<file path="config.mk">
export PLATFORM = sky130hd
export DESIGN_NAME = busarb_ctrl
export DESIGN_NICKNAME = d
export VERILOG_FILES = /design/src/rtl/busarb_pkg.sv /design/src/rtl/busarb_next.sv /design/src/rtl/busarb_state_reg.sv /design/src/rtl/busarb_drive.sv /design/src/rtl/busarb_ctrl.sv
export SDC_FILE = /design/constraint.sdc
export NUM_CORES = 1
export LEC_CHECK = 0
export CAP_MARGIN = 25
export CORE_AREA = 2 2 39 41
export DETAILED_ROUTE_END_ITERATION = 10
export DIE_AREA = 0 0 41 43
export DONT_BUFFER_PORTS = 1
export GPL_TIMING_DRIVEN = 0
export PLACE_DENSITY_LB_ADDON = 0.25
export SETUP_SLACK_MARGIN = 0.4
export SLEW_MARGIN = 20
export SYNTH_ARGS = -nofsm -noshare
export SYNTH_HDL_FRONTEND = slang
export SYNTH_SLANG_ARGS = --single-unit
</file>
<file path="constraint.sdc">
create_clock -name clk -period 0.8 [get_ports clk]
set_clock_uncertainty 0.05 [all_clocks]
set_input_delay 0.12 -clock clk [delete_from_list [all_inputs] [get_ports clk]]
set_output_delay 0.12 -clock clk [all_outputs]
set_load 0.02 [all_outputs]
</file>
<file path="src/rtl/busarb_pkg.sv">
// Package: shared state type for the bus arbitration controller.
// Assumes four states; the encoding values double as one-hot bit indices.
package busarb_pkg;

    typedef enum logic [1:0] {
        ARB_RESET    = 2'd0,
        ARB_IMPLICIT = 2'd1,
        ARB_EXPLICIT = 2'd2,
        ARB_EXTERNAL = 2'd3
    } arb_state_e;

    localparam int ARB_NSTATES = 4;
    localparam int ARB_SW      = $clog2(ARB_NSTATES);

    // Turns a state value into its one-hot vector.
    function automatic logic [ARB_NSTATES-1:0] arb_onehot(arb_state_e s);
        logic [ARB_NSTATES-1:0] v;
        v = '0;
        v[s] = 1'b1;
        return v;
    endfunction

endpackage

</file>
<file path="src/rtl/busarb_next.sv">
// Module: next-state logic of the arbitration FSM.
// Assumes all inputs are synchronous to clk; a reset request overrides everything.
module busarb_next
    import busarb_pkg::*;
(
    input  arb_state_e st,
    input  logic       rst_n,
    input  logic       wdog_rst,
    input  logic       bus_grant,
    input  logic       core_req,
    input  logic       cyc_end,
    output arb_state_e nxt
);

    // Picks the state for the next rising edge.
    always_comb begin
        nxt = st;
        if (!rst_n || wdog_rst) begin
            nxt = ARB_RESET;
        end else begin
            unique case (st)
                ARB_RESET:    nxt = bus_grant ? ARB_IMPLICIT : ARB_EXTERNAL;
                ARB_IMPLICIT: begin
                    if (!bus_grant)     nxt = ARB_EXTERNAL;
                    else if (core_req)  nxt = ARB_EXPLICIT;
                end
                ARB_EXPLICIT: begin
                    if (cyc_end) begin
                        if (!bus_grant)     nxt = ARB_EXTERNAL;
                        else if (!core_req) nxt = ARB_IMPLICIT;
                    end
                end
                ARB_EXTERNAL: begin
                    if (bus_grant) nxt = ARB_IMPLICIT;
                end
                default:      nxt = ARB_RESET;
            endcase
        end
    end

endmodule

</file>
<file path="src/rtl/busarb_state_reg.sv">
// Module: state storage, binary or one-hot depending on ONEHOT_STATE.
// Assumes nxt already folds in both resets; rst_n is also honoured here.
module busarb_state_reg
    import busarb_pkg::*;
#(
    parameter bit ONEHOT_STATE = 1'b0
) (
    input  logic       clk,
    input  logic       rst_n,
    input  arb_state_e nxt,
    output arb_state_e st
);

    generate
        if (ONEHOT_STATE) begin : g_onehot
            logic [ARB_NSTATES-1:0] oh_q;

            // Holds the one-hot state vector.
            always_ff @(posedge clk) begin
                if (!rst_n) oh_q <= arb_onehot(ARB_RESET);
                else        oh_q <= arb_onehot(nxt);
            end

            // Decodes the one-hot vector back into the state type.
            always_comb begin
                st = ARB_RESET;
                for (int i = 0; i < ARB_NSTATES; i++) begin
                    if (oh_q[i]) st = arb_state_e'(ARB_SW'(i));
                end
            end

            // exactly one state bit is ever set (supports R1)
            onehot_state_chk: assert property (@(posedge clk) disable iff (!rst_n)
                $onehot(oh_q));
        end else begin : g_binary
            arb_state_e bin_q;

            // Holds the binary-coded state.
            always_ff @(posedge clk) begin
                if (!rst_n) bin_q <= ARB_RESET;
                else        bin_q <= nxt;
            end

            assign st = bin_q;
        end
    endgenerate

endmodule

</file>
<file path="src/rtl/busarb_drive.sv">
// Module: mode latch and output drive for the arbitration controller.
// Assumes st is the registered state; outputs are decoded from it.
module busarb_drive
    import busarb_pkg::*;
(
    input  logic       clk,
    input  logic       rst_n,
    input  logic       wdog_rst,
    input  logic       three_wire,
    input  logic       bus_grant,
    input  logic       core_req,
    input  arb_state_e st,
    output logic       bus_req,
    output logic       bus_driven,
    output logic       addr_oe
);

    logic mode3_q;

    // Captures the wire mode only during reset.
    always_ff @(posedge clk) begin
        if (!rst_n || wdog_rst || st == ARB_RESET) mode3_q <= three_wire;
    end

    // Produces the request and drive outputs.
    always_comb begin
        bus_req    = mode3_q && core_req && !bus_grant && (st != ARB_RESET);
        bus_driven = (st == ARB_EXPLICIT);
        addr_oe    = (st == ARB_EXPLICIT);
    end


    mode_hold_chk: assert property (@(posedge clk) disable iff (!rst_n)
        (st != ARB_RESET && !wdog_rst) |=> $stable(mode3_q));


    req_cond_chk: assert property (@(posedge clk) disable iff (!rst_n)
        bus_req |-> (core_req && !bus_grant));

endmodule

</file>
<file path="src/rtl/busarb_ctrl.sv">
// Module: top of the bus arbitration controller.
// Assumes grant, request and cycle-end inputs are synchronous to clk.
module busarb_ctrl
    import busarb_pkg::*;
#(
    parameter bit ONEHOT_STATE = 1'b0
) (
    input  logic clk,
    input  logic rst_n,
    input  logic wdog_rst,
    input  logic three_wire,
    input  logic bus_grant,
    input  logic core_req,
    input  logic cyc_end,
    output logic bus_req,
    output logic bus_driven,
    output logic addr_oe
);

    arb_state_e st;
    arb_state_e nxt;

    busarb_next u_next (
        .st        (st),
        .rst_n     (rst_n),
        .wdog_rst  (wdog_rst),
        .bus_grant (bus_grant),
        .core_req  (core_req),
        .cyc_end   (cyc_end),
        .nxt       (nxt)
    );

    busarb_state_reg #(.ONEHOT_STATE(ONEHOT_STATE)) u_state (
        .clk   (clk),
        .rst_n (rst_n),
        .nxt   (nxt),
        .st    (st)
    );

    busarb_drive u_drive (
        .clk        (clk),
        .rst_n      (rst_n),
        .wdog_rst   (wdog_rst),
        .three_wire (three_wire),
        .bus_grant  (bus_grant),
        .core_req   (core_req),
        .st         (st),
        .bus_req    (bus_req),
        .bus_driven (bus_driven),
        .addr_oe    (addr_oe)
    );


    wdog_entry_chk: assert property (@(posedge clk) disable iff (!rst_n)
        wdog_rst |=> (st == ARB_RESET && !bus_driven && !bus_req));


    exit_grant_chk: assert property (@(posedge clk) disable iff (!rst_n)
        (st == ARB_RESET && !wdog_rst && bus_grant) |=> st == ARB_IMPLICIT);


    exit_nogrant_chk: assert property (@(posedge clk) disable iff (!rst_n)
        (st == ARB_RESET && !wdog_rst && !bus_grant) |=> st == ARB_EXTERNAL);


    take_bus_chk: assert property (@(posedge clk) disable iff (!rst_n)
        (st == ARB_IMPLICIT && bus_grant && core_req && !wdog_rst) |=> (bus_driven && addr_oe));


    finish_cycle_chk: assert property (@(posedge clk) disable iff (!rst_n)
        (st == ARB_EXPLICIT && !cyc_end && !wdog_rst) |=> (st == ARB_EXPLICIT && bus_driven));


    regain_chk: assert property (@(posedge clk) disable iff (!rst_n)
        (st == ARB_EXTERNAL && bus_grant && !wdog_rst) |=> st == ARB_IMPLICIT);

endmodule

</file>
==> run_results.csv <==
group,metric,value,unit
global_routing,grt_util_all_layers,0.0522,
timing,min_period,1.15,ns
yosys,synth.distinct_cells,14,
power,peakVddDrop,0.758,mV
cts,cts.sinks,3,
timing,fin_tns_setup,-1.14,ns
yosys,netlist_area,168,sq um
cts,clk_pin_slew_worst_paths,0.04,ns
setup_path,r2r-start,"u_state.st[1]",
power,power.leakage,0.0893,nW
setup_path,path_buf_inv,1,
drt,drt_wl_total,374,microns
setup_path,worstReg2RegEnd,"u_drive.mode3_q",
setup_path,path_delay_family,"flip-flops",
cts,ctsLongestPathBuffers,2,
setup_path,crit_chain,"nor2b_4 -> buf_6",
setup_path,worstRegToRegCells,2,
setup_path,crit_type,"flip-flop to output pin",
yosys,synth_nets,25,
global_routing,antenna_found_initial,0,
setup_path,cp.required,0.63,ns
drt,dr.pass1.iters,1,
outcome,violations,"hold timing, setup timing",
setup_path,cp_max_fo,4,
flow_run,max_cap_violations,0,
cts,cts_tree,"yes",
drt,drc,0,
min_path,holdPathEnd,"u_state.st[1]",
min_path,min-delay-start,"bus_grant",
die,dieArea,1760,sq um
cts,htree_num_levels,1,
yosys,synthCells,18,
die,rows,14,
cts,worst_skew_pair.late_latency,0.23,ns
min_path,min_path_cells,1,
timing,final.setup.worst_slack,-0.348,ns
timing,drv_slew,0,
global_routing,grt_pass1_wl,545,microns
placement,place.gp.congestion,0.552,
setup_path,r2r_slack,-0.14,ns
timing,hold_viol,2,
placement,placement.io_buffers,0,
setup_path,start_kind,"flip-flop",
cells_and_area,final_core_util,0.185,
yosys,yosys_warnings,0,
setup_path,slowest_delay,0.35,ns
power,p_per_area,1950,nW/um^2
die,chipHeight,43,microns
drt,first_iter_violations,0,
die,start_util,0.121,
die,num_io_pins,10,
cells_and_area,num-fill-cells,155,
die,die_w,41,microns
min_path,worstHoldPathType,"primary input to flip-flop",
global_routing,grt-ovfl-total,0,
placement,dp_hpwl,262,microns
outcome,status,"finished, violations left",
setup_path,endpoint_kind,"output pin",
timing,finalCritPeriodShare,1.44,
placement,place_ws,-0.178,ns
timing,tightest_slew,0.321,ns
global_routing,grt_start_max_net_pins,7,
power,total_power,501,uW
setup_path,cp-startpoint,"u_state.st[1]",
cts,cts_root_buffer,"clkbuf_4",
timing,setup_viol,6,
cells_and_area,area_growth,53.0,%
setup_path,slowest_stage,"dfxtp_4",
yosys,postSynthAreaPerCell,9.31,sq um
die,coreArea,1380,sq um
setup_path,crit_arrival,0.98,ns
drt,post_drt_wl_per_cell,9.35,microns
timing,whs,-0.0903,ns
cells_and_area,final_layout_size_suffix_gt1_frac,0.583,
drt,vias,157,
timing,slew_headroom,0.785,
yosys,ys_seq_area_frac,0.418,
drt,via_per_inst,3.93,
timing,timing.fmax,871,MHz
yosys,synth_seq_cells,3,
global_routing,grt_pass1_vias,148,
cells_and_area,final_nets,32,
timing,rsz0062_at_grt,"true",
cells_and_area,antenna_cells,0,
cts,cts_made_buffers,3,
drt,drtAntennaViolNets,0,
==> routing by layer <==
| layer | GRT usage | vias to the layer above | routed length [microns] |
|---|---|---|---|
| met5 | 0 | - | 0 |
| met4 | 0.0600 | 0 | 0 |
| met3 | 0.0314 | 0 | 56 |
| met2 | 0.0594 | 12 | 138 |
| met1 | 0.0579 | 70 | 179 |
| li1 | - | 75 | - |
==> worst reg2reg max path, delay by kind of cell, from the launching register on <==
| kind | cells | cell delay (ns) |
|---|---|---|
| buffers and inverters | 1 | 0.14 |
| AOI/OAI and AO/OA | 1 | 0.12 |
| DFF | 1 | 0.34 |
==> cell usage in the layout (no fill, tap or decap) <==
cell | Yosys | routed
a21boi_2 | 1 | 1
a21oi_1 | 2 | 2
a2bb2oi_2 | 0 | 1
buf_4 | 1 | 2
buf_6 | 0 | 1
clkbuf_1 | 0 | 1
clkbuf_4 | 0 | 3
dfxtp_4 | 0 | 2
edfxtp_1 | 1 | 1
nand2_1 | 2 | 2
nand2b_1 | 1 | 1
nand3_1 | 1 | 1
nor2_2 | 0 | 1
nor2b_1 | 1 | 1
nor2b_4 | 1 | 1
o211ai_1 | 1 | 1
o21ai_2 | 0 | 2
==> logic make-up (layout without fill, tap and decap cells) <==
group / count (synthesis) / in the layout / share of synthesized area
buffers and inverters: 1 / 7 / 0.0448
and+or+nand+nor: 7 / 7 / 0.254
DFF: 3 / 3 / 0.418
AOI/OAI and AO/OA: 7 / 7 / 0.284
==> flip-flops by register name, indices dropped and copies added, names as in the netlist <==
register and count:
u_state.st 2, u_drive.mode3_q 1
==> how the worst max path moves through the flow <==
stage	to	slack (ns)	cells after the start
2_1_floorplan	u_state.st[1]	-0.11	3
3_3_place_gp	u_state.st[1]	-0.16	3
3_5_place_dp	u_state.st[1]	-0.18	3
4_1_cts	bus_driven	-0.36	2
5_1_grt	bus_driven	-0.39	2
6_report	bus_driven	-0.35	2
==> Yosys cell counts <==
cell,instances,share of area
a21boi_2,1,0.067
a21oi_1,2,0.060
a2bb2oi_1,1,0.052
buf_4,1,0.045
dfxtp_1,2,0.24
edfxtp_1,1,0.18
nand2_1,2,0.045
nand2b_1,1,0.037
nand3_1,1,0.030
nor2_1,1,0.022
nor2b_1,1,0.037
nor2b_4,1,0.082
o211ai_1,1,0.045
o21ai_1,2,0.060
==> stage by stage <==
step / hold slack [ns] / instance area (sq um) / instances
global placement: 0.148 / 205 / 34
floorplan: 0.142 / 185 / 18
detailed placement: 0.153 / 205 / 34
global route: -0.106 / 256 / 40
finish: -0.0903 / 256 / 40
CTS: -0.102 / 253 / 40
==> timing repair <==
action,CTS,global route
pin swaps,2,1
buffers inserted,2,0
hold endpoints to repair,2,2
gates resized for setup,2,1
endpoints found under the setup margin,6,6
==> power breakdown <==
part	internal (mW)	leakage (nW)	switching (mW)	total [mW]
sequential	0.166	0.0283	0.0109	0.177
combinational	0.0318	0.0460	0.0292	0.0610
clock	0.187	0.0150	0.0762	0.263
total	0.384	0.0893	0.116	0.501
==> layout make-up <==
| class | instances | area [sq um] | share of cell area |
|---|---|---|---|
| multi-input cells | 14 | 106 | 0.415 |
| flip-flops and latches | 3 | 77.6 | 0.302 |
| clock buffers | 4 | 26.3 | 0.102 |
| well taps | 16 | 20.0 | 0.0780 |
| repair buffers | 2 | 15.0 | 0.0585 |
| plain buffers | 1 | 11.3 | 0.0439 |
No activity file was read; power rests on OpenSTA's default activity.
